## src/rtl/ext_irq_pkg.sv

```systemverilog
package ext_irq_pkg;

   typedef enum logic [1:0] {
      SENSE_LOW  = 2'b00,
      SENSE_FALL = 2'b01,
      SENSE_RISE = 2'b10,
      SENSE_BOTH = 2'b11
   } sense_e;

   localparam logic REG_CTRL = 1'b0;
   localparam logic REG_STAT = 1'b1;

endpackage

```

## src/rtl/ext_irq_sync.sv

```systemverilog
module ext_irq_sync #(
   parameter int   STAGES    = 2,
   parameter logic RESET_VAL = 1'b1
) (
   input  logic clk,
   input  logic rst_n,
   input  logic async_i,
   output logic sync_o
);

   logic [STAGES-1:0] chain_q;

   generate
      if (STAGES < 2) begin : g_bad_stages
         $error("ext_irq_sync: STAGES must be at least 2");
      end
   endgenerate

   always_ff @(posedge clk or negedge rst_n) begin
      if (!rst_n) chain_q <= {STAGES{RESET_VAL}};
      else        chain_q <= {chain_q[STAGES-2:0], async_i};
   end

   assign sync_o = chain_q[STAGES-1];

endmodule

```

## src/rtl/ext_irq_sense.sv

```systemverilog
module ext_irq_sense
   import ext_irq_pkg::*;
#(
   parameter logic IDLE_LEVEL = 1'b1
) (
   input  logic   clk,
   input  logic   rst_n,
   input  logic   level_i,
   input  sense_e mode_i,
   input  logic   ack_i,
   input  logic   swclr_i,
   output logic   set_o,
   output logic   flag_o
);

   logic prev_q;
   logic flag_q;

   always_ff @(posedge clk or negedge rst_n) begin
      if (!rst_n) prev_q <= IDLE_LEVEL;
      else        prev_q <= level_i;
   end

   always_comb begin
      unique case (mode_i)
         SENSE_LOW:  set_o = ~level_i;
         SENSE_FALL: set_o = prev_q & ~level_i;
         SENSE_RISE: set_o = ~prev_q & level_i;
         SENSE_BOTH: set_o = prev_q ^ level_i;
         default:    set_o = 1'b0;
      endcase
   end

   // set has priority over either clear source
   always_ff @(posedge clk or negedge rst_n) begin
      if (!rst_n)                 flag_q <= 1'b0;
      else if (set_o)             flag_q <= 1'b1;
      else if (ack_i || swclr_i)  flag_q <= 1'b0;
   end

   assign flag_o = flag_q;

endmodule

```

## src/rtl/ext_irq_regs.sv

```systemverilog
module ext_irq_regs
   import ext_irq_pkg::*;
#(
   parameter int NUM_PINS = 4,
   localparam int DW      = 2 * NUM_PINS
) (
   input  logic                clk,
   input  logic                rst_n,
   input  logic                bus_sel,
   input  logic                bus_wr,
   input  logic                bus_rd,
   input  logic                bus_addr,
   input  logic [DW-1:0]       bus_wdata,
   output logic [DW-1:0]       bus_rdata,
   input  logic [NUM_PINS-1:0] flags_i,
   input  logic [NUM_PINS-1:0] levels_i,
   output logic [DW-1:0]       modes_o,
   output logic [NUM_PINS-1:0] swclr_o
);

   logic [DW-1:0]       ctrl_q;
   logic [NUM_PINS-1:0] armed_q;
   logic                wr_ctrl, wr_stat, rd_stat;

   assign wr_ctrl = bus_sel & bus_wr & (bus_addr == REG_CTRL);
   assign wr_stat = bus_sel & bus_wr & (bus_addr == REG_STAT);
   assign rd_stat = bus_sel & bus_rd & (bus_addr == REG_STAT);

   always_ff @(posedge clk or negedge rst_n) begin
      if (!rst_n)       ctrl_q <= '0;
      else if (wr_ctrl) ctrl_q <= bus_wdata;
   end

   // a flag bit is armed once seen as 1 by a status read; a status write
   // consumes all arms, and an arm lapses when its flag drops
   always_ff @(posedge clk or negedge rst_n) begin
      if (!rst_n)       armed_q <= '0;
      else if (wr_stat) armed_q <= '0;
      else              armed_q <= (rd_stat ? (armed_q | flags_i) : armed_q) & flags_i;
   end

   assign swclr_o   = {NUM_PINS{wr_stat}} & armed_q & ~bus_wdata[NUM_PINS-1:0];
   assign modes_o   = ctrl_q;
   assign bus_rdata = (bus_addr == REG_CTRL) ? ctrl_q : {levels_i, flags_i};

endmodule

```

## src/rtl/ext_irq_detect.sv

```systemverilog
module ext_irq_detect
   import ext_irq_pkg::*;
#(
   parameter int   NUM_PINS    = 4,
   parameter int   SYNC_STAGES = 2,
   parameter logic IDLE_LEVEL  = 1'b1,
   localparam int  DW          = 2 * NUM_PINS
) (
   input  logic                clk,
   input  logic                rst_n,
   input  logic [NUM_PINS-1:0] irq_pin,
   input  logic [NUM_PINS-1:0] irq_ack,
   output logic [NUM_PINS-1:0] irq_req,
   input  logic                bus_sel,
   input  logic                bus_wr,
   input  logic                bus_rd,
   input  logic                bus_addr,
   input  logic [DW-1:0]       bus_wdata,
   output logic [DW-1:0]       bus_rdata
);

   generate
      if (NUM_PINS < 1) begin : g_bad_pins
         $error("ext_irq_detect: NUM_PINS must be at least 1");
      end
      if (SYNC_STAGES < 2) begin : g_bad_sync
         $error("ext_irq_detect: SYNC_STAGES must be at least 2");
      end
   endgenerate

   logic [NUM_PINS-1:0] pin_sync;
   logic [NUM_PINS-1:0] det_set;
   logic [NUM_PINS-1:0] sw_clear;
   logic [DW-1:0]       sense_modes;

   ext_irq_regs #(.NUM_PINS(NUM_PINS)) u_regs (
      .clk       (clk),
      .rst_n     (rst_n),
      .bus_sel   (bus_sel),
      .bus_wr    (bus_wr),
      .bus_rd    (bus_rd),
      .bus_addr  (bus_addr),
      .bus_wdata (bus_wdata),
      .bus_rdata (bus_rdata),
      .flags_i   (irq_req),
      .levels_i  (pin_sync),
      .modes_o   (sense_modes),
      .swclr_o   (sw_clear)
   );

   for (genvar i = 0; i < NUM_PINS; i++) begin : g_pin
      ext_irq_sync #(.STAGES(SYNC_STAGES), .RESET_VAL(IDLE_LEVEL)) u_sync (
         .clk     (clk),
         .rst_n   (rst_n),
         .async_i (irq_pin[i]),
         .sync_o  (pin_sync[i])
      );

      ext_irq_sense #(.IDLE_LEVEL(IDLE_LEVEL)) u_sense (
         .clk     (clk),
         .rst_n   (rst_n),
         .level_i (pin_sync[i]),
         .mode_i  (sense_e'(sense_modes[2*i +: 2])),
         .ack_i   (irq_ack[i]),
         .swclr_i (sw_clear[i]),
         .set_o   (det_set[i]),
         .flag_o  (irq_req[i])
      );
   end

endmodule

```

## config.mk

```make
export PLATFORM = sky130hd
export DESIGN_NAME = ext_irq_detect
export DESIGN_NICKNAME = d
export VERILOG_FILES = /design/src/rtl/ext_irq_pkg.sv /design/src/rtl/ext_irq_sync.sv /design/src/rtl/ext_irq_sense.sv /design/src/rtl/ext_irq_regs.sv /design/src/rtl/ext_irq_detect.sv
export SDC_FILE = /design/constraint.sdc
export NUM_CORES = 1
export LEC_CHECK = 0
export BUFFER_PORTS_ARGS = -buffer_cell sky130_fd_sc_hd__clkbuf_2
export CAP_MARGIN = 0
export CORE_ASPECT_RATIO = 1.1
export CORE_MARGIN = 4
export CORE_UTILIZATION = 51
export DETAILED_ROUTE_END_ITERATION = 7
export MAX_ROUTING_LAYER = met4
export PLACE_DENSITY = 0.82
export SLEW_MARGIN = 20
export SYNTH_ARGS = -nofsm -noshare
export SYNTH_HDL_FRONTEND = slang
export SYNTH_HIERARCHICAL = 1
export SYNTH_SLANG_ARGS = --single-unit
```

## constraint.sdc

```tcl
create_clock -name clk -period 2.1 [get_ports clk]
set_input_delay 0.105 -clock clk [delete_from_list [all_inputs] [get_ports clk]]
set_output_delay 0.105 -clock clk [all_outputs]
set_load 0.03 [all_outputs]
```

==> results.tsv <==
stage	metric	value	unit
clocking	clock slew seen by the registers of the worst setup and hold paths	140	ps
synth	Unique masters post-synth	14	
layout	Design Area, Final	1612	um^2
synth	Synth top cells by count	dfrtp_1, mux2_2, dfstp_2, inv_1, ha_1	
sta	Max Freq	599.1	MHz
worst_setup_path	worst-path cell chain	inv_1 > ha_1 > inv_1 > mux4_2 > a21o_1	
place	worst slack at placement	453.9	ps
place	port bufs	33	
synth	most frequently used flop master after synthesis	dfrtp_1	
sta	RSZ-0062 raised after global routing	no	
layout	share of layout cells above drive strength 1	53.38	%
synth	syn_nets	118	
detailed_routing	Final ANT Viol Nets	0	
detailed_routing	via count	827	
clocking	Longest Clk Path Bufs	2	
clocking	clk_lat worst skew	320	ps
floorplanning	FP Rows	18	
synth	Seq/Total Area, Yosys	55.48	%
job	max-cap violations	0	
detailed_routing	vias per cell	5.074	
pwr	Cell Pwr Density	807.6	nW/um^2
clocking	CTS HTree Levels	1	
worst_setup_path	CP Capture Type	flip-flop	
global_routing	Congestion Overflow GR	0	
synth	Synth Cell Area	1290	um^2
floorplanning	Die W	55.95	um
global_routing	first-pass GRT wire length	3.877	mm
worst_setup_path	CP dominant cell by count	inv_1	
sta	Worst-Margin Slew	652.4	ps
floorplanning	initial core utilization	55.61	%
sta	hold_ws	30.90	ps
layout	Final nets	164	
clocking	Resize count post-CTS	0	
synth	Post-synth EDFFs	0	
worst_setup_path	CP max stage delay	590	ps
sta	setup_tns	0	ps
layout	ANT cells	0	
worst_setup_path	Crit-path slowest cell	dfstp_2	
worst_setup_path	kind of critical path	reg2reg	
synth	share of the synthesized area in the top cell type	31.04	%
synth	Post-Synth XOR/XNOR Area	0	%
pwr	Design Power	0.001301	W
worst_setup_path	arrival time worst endpoint	1900	ps
clocking	setup bufs post-CTS	0	
worst_setup_path	worst path required time	2330	ps
clocking	Clock Sinks	28	
sta	Final Hold Vio Count	0	
synth	Post-Synth Simple-Gate Area	6.305	%
floorplanning	Die ar.	3399	um^2
global_routing	vias in the first global route	845	
sta	max-slew violations	0	
clocking	CTS Buf Count	3	
detailed_routing	Post-Route WL	2.216	mm
global_routing	largest net degree at the start of global routing	29	
detailed_routing	drt drc	0	
detailed_routing	DR WL/cell	13.60	um
clocking	Clock Tree Root	clkbuf_4	
floorplanning	Core ar.	2320	um^2
sta	fin crit period	1669	ps
synth	asr flop ratio synth	100.0	%
synth	Ys Warns	6	
global_routing	GR Util All Layers	15.21	%
place	post-place instance area	1485	um^2
sta	Clock Skews	4.421	ps
layout	Layout area overhead	24.93	%
pwr	Pleak	0.8507	nW
synth	post-synth top area cell	dfrtp_1	
floorplanning	Die H	60.75	um
worst_hold_path	HP Class	in2reg	
place	hpwl dp	1.692	mm
synth	Seq cells post-synth	28	
worst_setup_path	CP max FO	4	
floorplanning	IO Pins	34	
clocking	CTS tree	built	
worst_setup_path	reg-to-reg slack, setup	430	ps
place	RePlAce Congestion	0.7240	
synth	Area contributors post-synth	dfrtp_1, dfstp_2, mux2_2, ha_1, mux4_2	
detailed_routing	Initial DRT Pass Iterations	2	
sta	setup ws final	430.7	ps
synth	complex-gate fraction of the synthesized area	5.432	%
synth	Mapped Cells	88	
sta	worst rel slew slack	56.51	%
sta	fin crit share	79.49	%
synth	syn_area_per_cell	14.66	um^2
global_routing	initial antenna violation count	0	
synth	mux share of post-synthesis cell area	20.95	%
worst_setup_path	CP Launch Type	flip-flop	
sta	final count of negative-setup-slack endpoints	0	
pwr	maximum VDD drop	526.2	uV
synth	largest family of logic cells by synthesized area	multiplexers	
detailed_routing	Detailed Route Iter0 Violations	7	
outcome	status	finished, final reports clean	
synth	Post-Synth Adder-Cell Area	7.759	%
[cell usage in the layout, fill, tap and decap left out, drive strengths merged]
| cell type | n |
|---|---|
| dlygate4sd3 | 9 |
| clkbuf | 37 |
| inv | 12 |
| dfrtp | 16 |
| nor2 | 4 |
| and3 | 1 |
| dfstp | 12 |
| mux2 | 16 |
| mux4 | 4 |
| nor3b | 4 |
| o211a | 4 |
| a21o | 4 |
| ha | 8 |
| nand3 | 1 |
| nand3b | 1 |
[per-layer routing]
metal | share of wire (%) | GRT usage, % | wire, um
met1 | 41 | 17.06 | 917
met2 | 53 | 27.53 | 1176
met3 | 5.2 | 3.191 | 115
met4 | 0.27 | 5.085 | 6
met5 | 0 | - | 0
[path summary, 6_finish.rpt]
check / startpoint / endpoint / cells after the start
min in group asynchronous: rst_n / u_regs/modes_o[7] / 2
setup reg to reg: g_pin[2].u_sync/chain_q[1] / g_pin[2].u_sense/flag_o / 5
hold reg to reg: g_pin[3].u_sync/chain_q[0] / g_pin[3].u_sync/chain_q[1] / 0
setup / recovery: g_pin[2].u_sync/chain_q[1] / g_pin[2].u_sense/flag_o / 5
max in group asynchronous: rst_n / g_pin[0].u_sense/flag_o / 2
hold / removal: bus_wdata[2] / u_regs/modes_o[2] / 2
[critical path: cells and delay by family (launching register included)]
family | cells | cell delay, ps
compound gates | 1 | 160
mux | 1 | 460
fa+ha+maj | 1 | 280
flops | 1 | 590
buf+inv | 2 | 90
[registers in the layout, indices dropped and copies added, names as in the netlist]
signal	cells
u_regs/armed_q	4
u_regs/modes_o	8
g_pin.u_sync/chain_q	8
g_pin.u_sense/flag_o	4
g_pin.u_sense/prev_q	4
[power by group]
| group | internal, W | switching, W | total (W) |
|---|---|---|---|
| combinational | 0.000169 | 0.000197 | 0.000366 |
| sequential | 0.000621 | 0.0000629 | 0.000684 |
| clock | 0.000106 | 0.000145 | 0.000251 |
| total | 0.000896 | 0.000405 | 0.00130 |
[what timing repair did]
action | CTS | global route
setup endpoints to repair | 0 | 0
endpoints found under the hold margin | 24 | 0
hold buffers | 9 | 0
[per-stage QoR]
| step | instances | util [%] |
|---|---|---|
| 3_5_place_dp | 150 | 64.02 |
| 2_1_floorplan | 88 | - |
| 5_1_grt | 163 | 69.47 |
| 6_report | 163 | 69.47 |
| 3_3_place_gp | 150 | 64.02 |
| 4_1_cts | 163 | 69.47 |
[layout make-up]
cell class,instances,area (um^2)
Inverter,12,45.04
Tap cell,30,37.54
Multi-Input combinational cell,47,521.8
Sequential cell,28,715.7
Timing Repair Buffer,42,255.2
Fill cell,177,708.2
Clock buffer,4,36.28
[kinds of logic (layout without fill, tap and decap cells)]
kind of cell,Yosys count,after routing
flip-flops,28,28
multiplexers,20,20
buffers and inverters,13,58
AND/OR/NAND/NOR,11,11
adder cells (fa/ha/maj),8,8
AO/OA/AOI/OAI,8,8
No activity file was read; power rests on OpenSTA's default activity.
